[src/rtl/ext_irq_pkg.sv]
package ext_irq_pkg;
  localparam int NUM_SRC  = 4;
  localparam int VEC_W    = 6;
  localparam int NMI_VEC  = 7;
  localparam int VEC_BASE = 12;
  localparam int GAP_AT   = 2;
  localparam int GAP      = 2;
  localparam logic [NUM_SRC-1:0] WAKE_MASK = 4'b0011;
  localparam logic [1:0] SENSE_ADDR = 2'd0;
  localparam logic [1:0] ENA_ADDR   = 2'd1;
  localparam logic [1:0] STAT_ADDR  = 2'd2;
  localparam logic [1:0] PRIO_ADDR  = 2'd3;

  typedef struct packed {
    logic [NUM_SRC-1:0] flagClr;
    logic               nmiClr;
  } ctrlStrobe_t;

  function automatic logic [VEC_W-1:0] srcVector(input int idx);
    int v;
    v = VEC_BASE + idx;
    if (idx >= GAP_AT) v = v + GAP;
    return v[VEC_W-1:0];
  endfunction
endpackage

[src/rtl/ext_irq_ctrl.sv]
module ext_irq_ctrl
  import ext_irq_pkg::*;
#(
  parameter int DATA_W = 8,
  parameter int ADDR_W = 2
) (
  input  logic               clk,
  input  logic               rstN,
  input  logic               wrEn,
  input  logic [ADDR_W-1:0]  regAddr,
  input  logic [DATA_W-1:0]  wrData,
  input  logic               cpuAck,
  input  logic [NUM_SRC-1:0] flags,
  output logic [NUM_SRC-1:0] senseEdge,
  output logic [NUM_SRC-1:0] enable,
  output logic [NUM_SRC-1:0] prio,
  output logic               nmiRise,
  output ctrlStrobe_t        strobe,
  output logic [DATA_W-1:0]  rdData
);
  logic unusedBits;
  assign unusedBits = ^wrData[DATA_W-2:NUM_SRC];

  always_ff @(posedge clk or negedge rstN) begin
    if (!rstN) begin
      senseEdge <= '0;
      enable    <= '0;
      prio      <= '0;
      nmiRise   <= 1'b0;
    end else if (wrEn) begin
      case (regAddr)
        SENSE_ADDR: begin
          senseEdge <= wrData[NUM_SRC-1:0];
          nmiRise   <= wrData[DATA_W-1];
        end
        ENA_ADDR:  enable <= wrData[NUM_SRC-1:0];
        PRIO_ADDR: prio   <= wrData[NUM_SRC-1:0];
        default: ;
      endcase
    end
  end

  always_comb begin
    strobe.flagClr = (wrEn && regAddr == STAT_ADDR) ? ~wrData[NUM_SRC-1:0] : '0;
    strobe.nmiClr  = cpuAck;
  end

  always_comb begin
    rdData = '0;
    case (regAddr)
      SENSE_ADDR: begin
        rdData[NUM_SRC-1:0] = senseEdge;
        rdData[DATA_W-1]    = nmiRise;
      end
      ENA_ADDR:  rdData[NUM_SRC-1:0] = enable;
      STAT_ADDR: rdData[NUM_SRC-1:0] = flags;
      default:   rdData[NUM_SRC-1:0] = prio;
    endcase
  end
endmodule

[src/rtl/ext_irq_datapath.sv]
module ext_irq_datapath
  import ext_irq_pkg::*;
#(
  parameter int SYNC_STAGES = 2
) (
  input  logic               clk,
  input  logic               rstN,
  input  logic               nmiPin,
  input  logic [NUM_SRC-1:0] irqPin,
  input  logic [NUM_SRC-1:0] senseEdge,
  input  logic               nmiRise,
  input  ctrlStrobe_t        strobe,
  output logic [NUM_SRC-1:0] flags,
  output logic [NUM_SRC-1:0] irqSet,
  output logic               nmiPending
);
  localparam int PIPE_W = SYNC_STAGES + 1;

  for (genvar i = 0; i < NUM_SRC; i++) begin : g_src
    logic [PIPE_W-1:0] pipe;
    logic syncNow, syncPrev;
    assign syncNow  = pipe[SYNC_STAGES-1];
    assign syncPrev = pipe[SYNC_STAGES];

    always_ff @(posedge clk or negedge rstN) begin
      if (!rstN) pipe <= '1;
      else       pipe <= {pipe[PIPE_W-2:0], irqPin[i]};
    end

    assign irqSet[i] = senseEdge[i] ? (syncPrev & ~syncNow) : ~syncNow;

    always_ff @(posedge clk or negedge rstN) begin
      if (!rstN) flags[i] <= 1'b0;
      else       flags[i] <= irqSet[i] | (flags[i] & ~strobe.flagClr[i]);
    end
  end

  logic [PIPE_W-1:0] nmiPipe;
  logic nmiEdge;

  always_ff @(posedge clk or negedge rstN) begin
    if (!rstN) nmiPipe <= '0;
    else       nmiPipe <= {nmiPipe[PIPE_W-2:0], nmiPin};
  end

  assign nmiEdge = nmiRise ? (~nmiPipe[SYNC_STAGES] & nmiPipe[SYNC_STAGES-1])
                           : (nmiPipe[SYNC_STAGES] & ~nmiPipe[SYNC_STAGES-1]);

  always_ff @(posedge clk or negedge rstN) begin
    if (!rstN) nmiPending <= 1'b0;
    else       nmiPending <= nmiEdge | (nmiPending & ~strobe.nmiClr);
  end
endmodule

[src/rtl/ext_irq_arbiter.sv]
module ext_irq_arbiter
  import ext_irq_pkg::*;
(
  input  logic [NUM_SRC-1:0] flags,
  input  logic [NUM_SRC-1:0] enable,
  input  logic [NUM_SRC-1:0] prio,
  input  logic               cpuMask,
  input  logic               nmiPending,
  output logic               reqValid,
  output logic [VEC_W-1:0]   reqVector,
  output logic               wakeOut
);
  logic [NUM_SRC-1:0] cand, hiCand, pool;
  int pickIdx;

  assign cand   = flags & enable & {NUM_SRC{~cpuMask}};
  assign hiCand = cand & prio;
  assign pool   = (|hiCand) ? hiCand : cand;

  always_comb begin
    pickIdx = 0;
    for (int i = NUM_SRC - 1; i >= 0; i--)
      if (pool[i]) pickIdx = i;
  end

  always_comb begin
    if (nmiPending) begin
      reqValid  = 1'b1;
      reqVector = VEC_W'(NMI_VEC);
    end else begin
      reqValid  = |cand;
      reqVector = (|cand) ? srcVector(pickIdx) : '0;
    end
  end

  assign wakeOut = nmiPending | (|(flags & enable & WAKE_MASK));
endmodule

[src/rtl/ext_irq_front.sv]
module ext_irq_front
  import ext_irq_pkg::*;
#(
  parameter int DATA_W = 8,
  parameter int ADDR_W = 2
) (
  input  logic              clk,
  input  logic              rstN,
  input  logic              wrEn,
  input  logic [ADDR_W-1:0] regAddr,
  input  logic [DATA_W-1:0] wrData,
  output logic [DATA_W-1:0] rdData,
  input  logic              nmiPin,
  input  logic [3:0]        irqPin,
  input  logic              cpuMask,
  input  logic              cpuAck,
  output logic              reqValid,
  output logic [5:0]        reqVector,
  output logic              wakeOut
);
  ctrlStrobe_t        strobe;
  logic [NUM_SRC-1:0] senseEdge, enable, prio, flags, irqSet;
  logic               nmiRise, nmiPending;

  ext_irq_ctrl #(.DATA_W(DATA_W), .ADDR_W(ADDR_W)) u_ctrl (
    .clk(clk), .rstN(rstN), .wrEn(wrEn), .regAddr(regAddr), .wrData(wrData),
    .cpuAck(cpuAck), .flags(flags), .senseEdge(senseEdge), .enable(enable),
    .prio(prio), .nmiRise(nmiRise), .strobe(strobe), .rdData(rdData)
  );

  ext_irq_datapath u_dp (
    .clk(clk), .rstN(rstN), .nmiPin(nmiPin), .irqPin(irqPin),
    .senseEdge(senseEdge), .nmiRise(nmiRise), .strobe(strobe),
    .flags(flags), .irqSet(irqSet), .nmiPending(nmiPending)
  );

  ext_irq_arbiter u_arb (
    .flags(flags), .enable(enable), .prio(prio), .cpuMask(cpuMask),
    .nmiPending(nmiPending), .reqValid(reqValid), .reqVector(reqVector),
    .wakeOut(wakeOut)
  );
endmodule

[config.mk]
export PLATFORM = sky130hd
export DESIGN_NAME = ext_irq_front
export DESIGN_NICKNAME = d
export VERILOG_FILES = /design/src/rtl/ext_irq_pkg.sv /design/src/rtl/ext_irq_ctrl.sv /design/src/rtl/ext_irq_datapath.sv /design/src/rtl/ext_irq_arbiter.sv /design/src/rtl/ext_irq_front.sv
export SDC_FILE = /design/constraint.sdc
export NUM_CORES = 1
export LEC_CHECK = 0
export ABC_AREA = 1
export BUFFER_PORTS_ARGS = -buffer_cell sky130_fd_sc_hd__buf_4
export CORE_MARGIN = 10
export CORE_UTILIZATION = 30
export CTS_BUF_LIST = sky130_fd_sc_hd__clkbuf_4 sky130_fd_sc_hd__clkbuf_8
export DETAILED_ROUTE_END_ITERATION = 8
export PLACE_DENSITY_LB_ADDON = 0.2
export SLEW_MARGIN = 20
export SYNTH_ARGS = -nofsm -noshare
export SYNTH_HDL_FRONTEND = slang
export SYNTH_SLANG_ARGS = --single-unit
[constraint.sdc]
create_clock -name clk -period 1.89 [get_ports clk]
set_clock_uncertainty 0.15 [all_clocks]
set_input_delay 0.0945 -clock clk [delete_from_list [all_inputs] [get_ports clk]]
set_output_delay 0.0945 -clock clk [all_outputs]
set_load 0.1 [all_outputs]
==> flow_metrics.tcl <==
set metrics [dict create \
    status "finished, violations left" \
    violations "setup timing" \
    clk_path_buf_depth 2 \
    fin_setup_tns_ns -0.0266 \
    drt-vias-per-instance 4.45 \
    async_flop_share_pct 100 \
    crit_path_start_kind "flop" \
    numClockSinks 33 \
    diodes 0 \
    power_switching_mw 0.894 \
    ir_worst_vdd_uv 468 \
    use_met1_pct 11.4 \
    yosys_warnings 0 \
    ys_seq_elements 33 \
    crit_path_max_fanout 3 \
    grt.met2_usage_pct 13.3 \
    dieWidth_um 89.3 \
    critPathLaunch "u_dp.flags[2]$_DFF_PN0_" \
    htree_levels 2 \
    start_util_pct 30.7 \
    cts_buffers 5 \
    fmax_ghz 0.522 \
    core_um2 4690 \
    cts_tree "yes" \
    syn_inst 160 \
    drv_slew 0 \
    pre_cts_ws_ns 0.152 \
    p_clk_share_pct 23.6 \
    reg2reg_depth 2 \
    clk_pin_slew_ns 0.06 \
    grt.overflow.total 0 \
    hpwl_mm 2.46 \
    final_cells 268 \
    crit_type "flop to primary output" \
    wl_mm 3.36 \
    insertion_delay_ns 0.28 \
    hold_viol_final 0 \
    ant_nets 0 \
    drc_errors 0 \
    p_int_mw 1.36 \
    grt_pass1_vias 1160 \
    setup_viol 1 \
    die_h_um 89.3 \
    p_sw_share_pct 39.6 \
    fin_crit_sh_pct 101 \
    synth.avg_cell_area_um2 9.02 \
    rsz0062_at_grt "yes" \
    ioPinCount 36 \
    gp_congestion 0.804 \
    grt_pass1_wl_mm 5.49 \
    timing.max_cap.violations 0 \
    grt_max_degree 34 \
    endpoint_kind "primary output" \
    p_per_area_nw_per_um2 1070 \
    syn_area_um2 1440 \
    drt_first_pass_iters 4 \
    r2r_start "u_dp.nmiPending$_DFF_PN0_" \
    fin_nets 233 \
    port_buffers 28 \
    die_area_um2 7980 \
    grt_use_total_pct 9.05 \
    p_seq_share_pct 37.3 \
    timing.final.ws_setup_ns -0.0266 \
    routedWlPerCell_um 12.5 \
    hold_start "wrEn" \
    ys.flop_type "dfrtp_1" \
    yosysUniqueCellTypes 20 \
    vias 1193 \
    ff2ff_setup_slack_ns 0.81 \
    min_period_ns 1.92 \
    cts_root_buf "clkbuf_8" \
    met3_usage_pct 4.19 \
    hold_depth 4 \
    synth_edf_count 0 \
    row_count 25 \
    comb_power_share_pct 39.2 \
    crit_required_ns 1.65 \
    drt_iter0_markers 71 \
    ys_seq_area_share_pct 58.3 \
    hold_class "input pin to flop" \
    worst_ep_arrival_time_ns 1.67 \
    antenna_found_initial 0 \
    grt.busiest_layer "met2" \
    leakage_nw 0.992 \
    drive_gt1_share_pct 37.9 \
    area_growth_syn_to_layout_pct 46.0 \
    dp.cells 241 \
]
-- logic make-up (layout without fill, tap and decap cells) --
kind of cell	count (synthesis)	after routing	synth area share, %
AOI/OAI and AO/OA	28	28	11.0
other	1	4	0.260
and+or+nand+nor	75	75	23.4
buffers and inverters	23	74	7.02
DFF	33	33	58.3
-- cells in the mapped netlist, drive strengths merged (2+ instances only) --
cell type  instances  share of area (%)
nor2              19                6.2
o21ai             22                7.6
buf                4                2.1
inv               18                4.7
dfstp             12                 22
nand2             52                 15
nand4              2                1.7
dfrtp             21                 36
o2111ai            3                1.8
-- power by group through the flow --
| stage | clock (mW) | combinational (mW) | sequential (mW) |
|---|---|---|---|
| final | 0.532 | 0.884 | 0.841 |
| after global routing | 0.586 | 0.943 | 0.852 |
| after CTS | 0.556 | 0.878 | 0.835 |
| after detailed placement | 0 | 0.748 | 0.850 |
| after global placement | 0 | 0.747 | 0.848 |
| after floorplan | 0 | 0.596 | 0.837 |
-- cells in the final DEF, fill, tap and decap left out --
cell type	n
nand2_2	9
nor2_4	4
dlygate4sd3_1	12
buf_4	31
nor4_2	1
clkbuf_4	3
a21oi_1	1
nor2_2	3
o2111ai_2	3
nand3_1	1
nor2_1	12
clkbuf_8	5
dfrtp_1	21
o21ai_1	2
o221ai_1	1
inv_1	17
a221oi_1	1
nand4_4	2
conb_1	4
nand2_1	41
inv_2	1
dfstp_2	12
buf_6	1
nand2_4	2
o21ai_0	20
buf_12	4
-- registers in the layout, summed over array words and instances (netlist names) --
signal	flops
u_dp.flags	4
u_ctrl.prio	4
u_dp.nmiPipe	3
u_ctrl.senseEdge	4
u_dp.g_src.pipe	12
u_ctrl.nmiRise	1
u_ctrl.enable	4
u_dp.nmiPending	1
-- layer usage --
layer	wire length, um	up-vias
met5	0	-
met4	38	0
met3	216	5
met2	1590	28
met1	1510	550
li1	-	610
-- path summary, 6_finish.rpt --
check,to
max in group asynchronous,u_dp.g_src[2].pipe[0]$_DFF_PN1_
min in group asynchronous,u_dp.flags[0]$_DFF_PN0_
min reg2reg,u_dp.nmiPipe[1]$_DFF_PN0_
max,reqVector[3]
max reg2reg,u_dp.nmiPending$_DFF_PN0_
min,u_dp.flags[0]$_DFF_PN0_
-- stage by stage --
stage | hold slack [ns] | util [%] | cell area [um2] | total power [mW]
finish | 0.132 | 44.9 | 2110 | 2.26
global route | 0.177 | 44.9 | 2110 | 2.38
CTS | 0.138 | 44.2 | 2080 | 2.27
detailed placement | -0.0903 | 37.0 | 1740 | 1.60
global placement | -0.0894 | 37.0 | 1740 | 1.59
floorplan | -0.351 | - | 1490 | 1.43
-- critical path, cell delays in order (launching register included) --
cell	delay, ns
dfrtp_1	0.39
nand2_1	0.09
nor2_2	0.04
nand2_1	0.06
nand2_2	0.07
nor2_4	0.12
nand2_2	0.06
nand2_2	0.09
nor2_4	0.05
buf_6	0.12
nor2_4	0.11
buf_12	0.18
-- repair_timing --
action | CTS | global route
gates resized for setup | 18 | 7
hold endpoints to repair | 56 | 0
buffers inserted | 7 | 0
pin swaps | 4 | 5
endpoints found under the setup margin | 4 | 4
hold buffers | 12 | 0
-- cell type report --
class | count | area [um2]
inverter | 18 | 67.6
fill | 473 | 2590
sequential | 33 | 841
multi-input combinational | 107 | 594
tap | 54 | 67.6
timing repair buffer | 48 | 444
clock buffer | 8 | 91.3
No activity file was read; power rests on OpenSTA's default activity.
